$ cat src/rtl/mont_pkg.sv
package mont_pkg;
  typedef enum logic [2:0] {
    ST_INIT  = 3'd0,
    ST_LOAD  = 3'd1,
    ST_ADD   = 3'd2,
    ST_SHIFT = 3'd3,
    ST_TEST  = 3'd4,
    ST_HALT  = 3'd5
  } mont_state_e;
endpackage

$ cat src/rtl/mont_ctrl.sv
module mont_ctrl #(
  parameter int W = 8
) (
  input  logic clk,
  input  logic rst,
  input  logic start,
  output logic capture,
  output logic load,
  output logic add_en,
  output logic shift_en,
  output logic pass,
  output logic pass0_end,
  output logic pass1_end
);
  import mont_pkg::*;
  localparam int CW = $clog2(W + 1);

  mont_state_e state_q;
  logic [CW-1:0] cnt_q;
  logic pass_q;
  logic iter_left;

  assign iter_left = (cnt_q != '0);
  assign capture   = (state_q == ST_HALT) && start;
  assign load      = (state_q == ST_LOAD);
  assign add_en    = (state_q == ST_ADD);
  assign shift_en  = (state_q == ST_SHIFT);
  assign pass      = pass_q;
  assign pass0_end = (state_q == ST_TEST) && !iter_left && !pass_q;
  assign pass1_end = (state_q == ST_TEST) && !iter_left && pass_q;

  always_ff @(posedge clk) begin
    if (rst) begin
      state_q <= ST_INIT;
      cnt_q   <= '0;
      pass_q  <= 1'b0;
    end else begin
      case (state_q)
        ST_INIT:  state_q <= ST_HALT;
        ST_HALT:  if (start) begin
                    state_q <= ST_LOAD;
                    pass_q  <= 1'b0;
                  end
        ST_LOAD:  begin
                    cnt_q   <= CW'(W);
                    state_q <= ST_ADD;
                  end
        ST_ADD:   begin
                    cnt_q   <= cnt_q - 1'b1;
                    state_q <= ST_SHIFT;
                  end
        ST_SHIFT: state_q <= ST_TEST;
        ST_TEST:  begin
                    if (iter_left) state_q <= ST_ADD;
                    else if (!pass_q) begin
                      pass_q  <= 1'b1;
                      state_q <= ST_LOAD;
                    end else state_q <= ST_HALT;
                  end
        default:  state_q <= ST_INIT;
      endcase
    end
  end

  // the iteration counter never exceeds the operand width
  p_cnt_range_r3: assert property (@(posedge clk) disable iff (rst)
    cnt_q <= CW'(W));
  // pass 0 hands over straight to the load of pass 1
  p_pass_switch_r3: assert property (@(posedge clk) disable iff (rst)
    pass0_end |=> (state_q == ST_LOAD) && pass_q);
  // a start seen while busy leaves the sequence untouched
  p_busy_start_r6: assert property (@(posedge clk) disable iff (rst)
    (state_q == ST_ADD) |=> (state_q == ST_SHIFT));
endmodule

$ cat src/rtl/mont_core.sv
module mont_core #(
  parameter int W = 8
) (
  input  logic         clk,
  input  logic         rst,
  input  logic         load,
  input  logic         add_en,
  input  logic         shift_en,
  input  logic [W-1:0] op_x,
  input  logic [W-1:0] op_y,
  input  logic [W-1:0] modulus,
  output logic [W-1:0] reduced
);
  localparam int RW = W + 1;
  localparam int SW = W + 2;

  // Single conditional subtraction from [0, 2M) into [0, M)
  function automatic logic [W-1:0] fold_once(input logic [RW-1:0] acc,
                                             input logic [W-1:0] m);
    logic [RW-1:0] m_ext;
    m_ext = {1'b0, m};
    if (acc >= m_ext) return W'(acc - m_ext);
    return W'(acc);
  endfunction

  logic [W-1:0]  x_sh;
  logic [W-1:0]  y_q;
  logic [W-1:0]  m_q;
  logic [RW-1:0] acc_q;
  logic [SW-1:0] sum_q;
  logic          x_bit;
  logic [SW-1:0] y_pick;
  logic [SW-1:0] m_pick;
  logic [SW-1:0] sum_fix;

  assign x_bit   = x_sh[0];
  assign y_pick  = x_bit    ? SW'(y_q) : '0;
  assign m_pick  = sum_q[0] ? SW'(m_q) : '0;
  assign sum_fix = sum_q + m_pick;
  assign reduced = fold_once(acc_q, m_q);

  always_ff @(posedge clk) begin
    if (rst) begin
      x_sh  <= '0;
      y_q   <= '0;
      m_q   <= '0;
      acc_q <= '0;
      sum_q <= '0;
    end else if (load) begin
      x_sh  <= op_x;
      y_q   <= op_y;
      m_q   <= modulus;
      acc_q <= '0;
    end else if (add_en) begin
      sum_q <= SW'(acc_q) + y_pick;
    end else if (shift_en) begin
      acc_q <= sum_fix[SW-1:1];
      x_sh  <= x_sh >> 1;
    end
  end

  // after a halving step the accumulator stays below twice the modulus
  p_acc_bound_r2: assert property (@(posedge clk) disable iff (rst)
    $past(shift_en) |-> (acc_q < {m_q, 1'b0}));
  // the halved value is always exact, since the fixed sum is even
  p_even_sum_r2: assert property (@(posedge clk) disable iff (rst)
    shift_en |-> (sum_fix[0] == 1'b0));
endmodule

$ cat src/rtl/mont_modmul.sv
module mont_modmul #(
  parameter int W = 8
) (
  input  logic         clk,
  input  logic         rst,
  input  logic         start,
  input  logic [W-1:0] a_in,
  input  logic [W-1:0] b_in,
  input  logic [W-1:0] m_in,
  input  logic [W-1:0] k_in,
  output logic [W-1:0] product,
  output logic         done
);
  logic capture, load, add_en, shift_en, pass, pass0_end, pass1_end;
  logic [W-1:0] a_q, b_q, m_q, k_q, p1_q, prod_q;
  logic [W-1:0] op_x, op_y, reduced;
  logic done_q;

  mont_ctrl #(.W(W)) u_ctrl (
    .clk(clk), .rst(rst), .start(start),
    .capture(capture), .load(load), .add_en(add_en), .shift_en(shift_en),
    .pass(pass), .pass0_end(pass0_end), .pass1_end(pass1_end)
  );

  // Pass 0 multiplies the operands; pass 1 applies the correction constant
  assign op_x = pass ? p1_q : a_q;
  assign op_y = pass ? k_q  : b_q;

  mont_core #(.W(W)) u_core (
    .clk(clk), .rst(rst), .load(load), .add_en(add_en), .shift_en(shift_en),
    .op_x(op_x), .op_y(op_y), .modulus(m_q), .reduced(reduced)
  );

  always_ff @(posedge clk) begin
    if (rst) begin
      a_q <= '0; b_q <= '0; m_q <= '0; k_q <= '0;
      p1_q <= '0; prod_q <= '0; done_q <= 1'b0;
    end else begin
      done_q <= pass1_end;
      if (capture) begin
        a_q <= a_in; b_q <= b_in; m_q <= m_in; k_q <= k_in;
      end
      if (pass0_end) p1_q <= reduced;
      if (pass1_end) prod_q <= reduced;
    end
  end

  assign product = prod_q;
  assign done    = done_q;

  // a single-cycle pulse
  p_done_single_r4: assert property (@(posedge clk) disable iff (rst)
    done |=> !done);
  // the delivered product is a proper residue
  p_result_below_mod_r2: assert property (@(posedge clk) disable iff (rst)
    done |-> (product < m_q));
  // the product only moves with the done pulse
  p_result_hold_r5: assert property (@(posedge clk) disable iff (rst)
    !done |-> $stable(product));
  // operand copies stay frozen while a product is pending
  p_ops_frozen_r7: assert property (@(posedge clk) disable iff (rst)
    (add_en || shift_en) |=> $stable(m_q) && $stable(k_q));
endmodule

$ cat config.mk
export PLATFORM = sky130hd
export DESIGN_NAME = mont_modmul
export DESIGN_NICKNAME = d
export VERILOG_FILES = /design/src/rtl/mont_pkg.sv /design/src/rtl/mont_ctrl.sv /design/src/rtl/mont_core.sv /design/src/rtl/mont_modmul.sv
export SDC_FILE = /design/constraint.sdc
export NUM_CORES = 1
export LEC_CHECK = 0
export ABC_AREA = 1
export BUFFER_PORTS_ARGS = -buffer_cell sky130_fd_sc_hd__buf_2
export CAP_MARGIN = 20
export CORE_ASPECT_RATIO = 1.25
export CORE_MARGIN = 10
export CORE_UTILIZATION = 50
export DETAILED_ROUTE_END_ITERATION = 8
export GPL_ROUTABILITY_DRIVEN = 0
export PLACE_DENSITY = 0.68
export RECOVER_POWER = 50
export SLEW_MARGIN = 15
export SYNTH_ARGS = -nofsm -noshare
export SYNTH_HDL_FRONTEND = slang
export SYNTH_SLANG_ARGS = --single-unit
$ cat constraint.sdc
create_clock -name clk -period 2.2 [get_ports clk]
set_input_delay 0.33 -clock clk [delete_from_list [all_inputs] [get_ports clk]]
set_output_delay 0.33 -clock clk [all_outputs]
set_load 0.01 [all_outputs]
==> key figures <==
Routing
  • Final WL: around 14 mm
  • Initial drt markers: 363
  • Via density: about 5.3
  • 1st-pass router iterations: 7
  • Wire per inst: around 14 um
  • # DRC: 0
  • DR vias: 5121
  • Routed Antenna Nets: 0

STA
  • Unrepaired setup endpoints after global routing: no
  • Hold Fails Final Rpt: 0
  • Slew HR: 51.5%
  • Final setup vio count: 0
  • Setup WS post-layout: about 0.22 ns
  • Setup Skew: 0.00937 ns
  • Max Fclk: around 0.5 GHz
  • Final setup TNS: 0 ns
  • Max-slew violations: 0
  • Post-route minimum period: 1.98 ns
  • Worst-margin pin slew: 0.725 ns
  • Ratio of final minimum period to clock period: 90.2%

Synth
  • Async SR Flop Fraction: 0%
  • Syn nets: between 800 and 900
  • Seq/Total Area, Yosys: 36.8%
  • Netlist cell types: 42
  • Mapped Cells: 792
  • Post-synth top flop: dfxtp_1
  • Synth Area per Inst: between 6 and 7 um2
  • FF+latch count, synth: 100
  • EDFF count, synth: 0
  • Mapped cell area: between 5000 and 6000 um2
  • Yosys warns: 0

Placement
  • Worst slack, placed: 0.175 ns
  • IO Port Bufs: 43
  • Hpwl dp: around 10 mm

Clocking
  • Clock slew at reported path FFs: roughly 0.07 ns
  • Total CTS buffers: 9
  • Clock buffer depth: 2
  • Worst-skew pair later-pin latency: 0.35 ns
  • CTS Root Cell: clkbuf_16
  • H-tree depth: 3
  • CTS sink count: 100
  • CTS tree: done

Floorplan
  • Die width: 113 um
  • IO Count: 44
  • # rows: 42
  • Die Ht: roughly 140 um
  • Total core area: 10600 um2
  • Initial core utilization: between 50% and 60%
  • Die ar.: about 15000 um2

Power
  • P per Cell Area: about 1300 nW/um2
  • Leakage: between 2 and 3 nW
  • VDD IR-drop max: about 600 uV

Critical path
  • CP required: around 2.5 ns
  • Peak fanout along the critical path: 9
  • Worst setup SP type: register
  • Crit path arrival time: between 2 and 2.5 ns
  • CP Capture Type: register
  • WS Path Type: register to register

Global route
  • Largest net degree at the start of global routing: 47
  • Number of antenna violations at the first check in global routing: 0
  • GRT overflow: 0
  • Global Route Usage Sum: 18.1%
  • Vias in the first global route: about 5000
  • First-pass GRT wire length: approximately 23 mm

Layout
  • Top flop regs: u_core.sum_q (10), u_core.acc_q (9)
  • Nets: around 900
  • Max FFs per register: 10
  • Area grow syn2layout: 10.7%
  • Commonest non-fill, non-tap cells in the layout: 184 x nand2_1, 117 x inv_1, 100 x dfxtp_1, 77 x nand3_1, 70 x nor2_1
  • Largest Register: u_core.sum_q
  • Number of diodes: 0
  • Utilization after layout: between 50% and 60%
  • Commonest non-fill, non-tap cell in the layout: nand2_1
  • Share of layout cells above drive strength 1: roughly a tenth

Flow run
  • Max-Cap Viols: 0

Min path
  • Hold Path Class: primary input to register

Outcome
  • Outcome: finished, final reports clean
Yosys cell counts (2+ instances only):
master	count	area (um2)
nor2_4	2	22.5
o21ai_1	2	10.0
a21o_1	2	15.0
nand3_1	76	380
xnor2_1	3	26.3
nand2_2	12	75.1
o21a_1	4	30.0
fa_1	3	60.1
a21oi_1	63	315
nor3_2	2	20.0
o21ai_0	42	210
nand3_2	2	20.0
o211ai_1	5	37.5
nand3b_1	2	15.0
dfxtp_1	100	2000
ha_1	24	300
o21bai_1	3	22.5
nand2_1	183	687
o221ai_1	2	17.5
buf_4	4	30.0
nand4_1	8	50.1
clkbuf_1	10	37.5
xor2_1	5	43.8
buf_2	15	75.1
inv_1	115	432
buf_6	2	22.5
a31oi_1	12	75.1
inv_2	7	26.3
nor2_1	68	255
a211oi_1	2	15.0
worst max-delay path, cell delays in order, from the launching register on:
cell and delay (ns):
dfxtp_1 0.54, nand2_1 0.18, fa_1 0.48, o21ai_2 0.25, nand3_1 0.13, nand3_1 0.09
nand3_1 0.08, nand2_1 0.10, inv_1 0.04
per-stage QoR:
stage	total power, mW	cell area [um2]	instances	hold slack [ns]
4_1_cts	7.65	6050	962	0.236
3_3_place_gp	5.89	5750	946	0.433
2_1_floorplan	5.25	5440	792	0.422
6_report	7.62	6020	962	0.239
5_1_grt	8.19	6020	962	0.258
3_5_place_dp	5.97	5750	946	0.439
final timing paths:
| kind | slack [ns] | cells past startpoint | end | start |
|---|---|---|---|---|
| max | 0.22 | 8 | u_core.acc_q[5] | u_core.sum_q[0] |
| min | 0.24 | 3 | m_q[6] | m_in[6] |
| max reg2reg | 0.22 | 8 | u_core.acc_q[5] | u_core.sum_q[0] |
| min reg2reg | 0.45 | 2 | b_q[3] | b_q[3] |
cell families after synthesis:
group	share of synthesized area, %
and+or+nand+nor	28.7
buffers and inverters	11.6
xor gates and xnor gates	1.29
DFF	36.8
AOI/OAI and AO/OA	14.9
adders and majority gates	6.62
what timing repair did:
item,in CTS,in global routing
hold buffers,0,0
setup endpoints to repair,0,2
endpoints found under the hold margin,0,0
gates resized for setup,0,1
setup buffers,0,0
cell type report:
type / instances / area [um2]
clock buffer: 10 / 229
sequential: 100 / 2000
tap: 132 / 165
fill: 1071 / 4590
inverter: 123 / 463
timing repair buffer: 54 / 299
multi-input combinational: 537 / 2790
clock inverter: 6 / 78.8
power by group:
part	internal [mW]	switching (mW)	leakage, nW
clock	0.910	0.756	0.152
sequential	2.24	0.311	0.813
combinational	1.14	2.26	1.86
metal layers:
metal | wire, um | up-vias | track usage [%]
li1 | - | 2616 | -
met1 | 6180 | 2337 | 21.6
met2 | 6600 | 139 | 30.8
met3 | 688 | 29 | 3.24
met4 | 397 | 0 | 8.26
met5 | 0 | - | 0
Power figures use the tool's default switching activity.
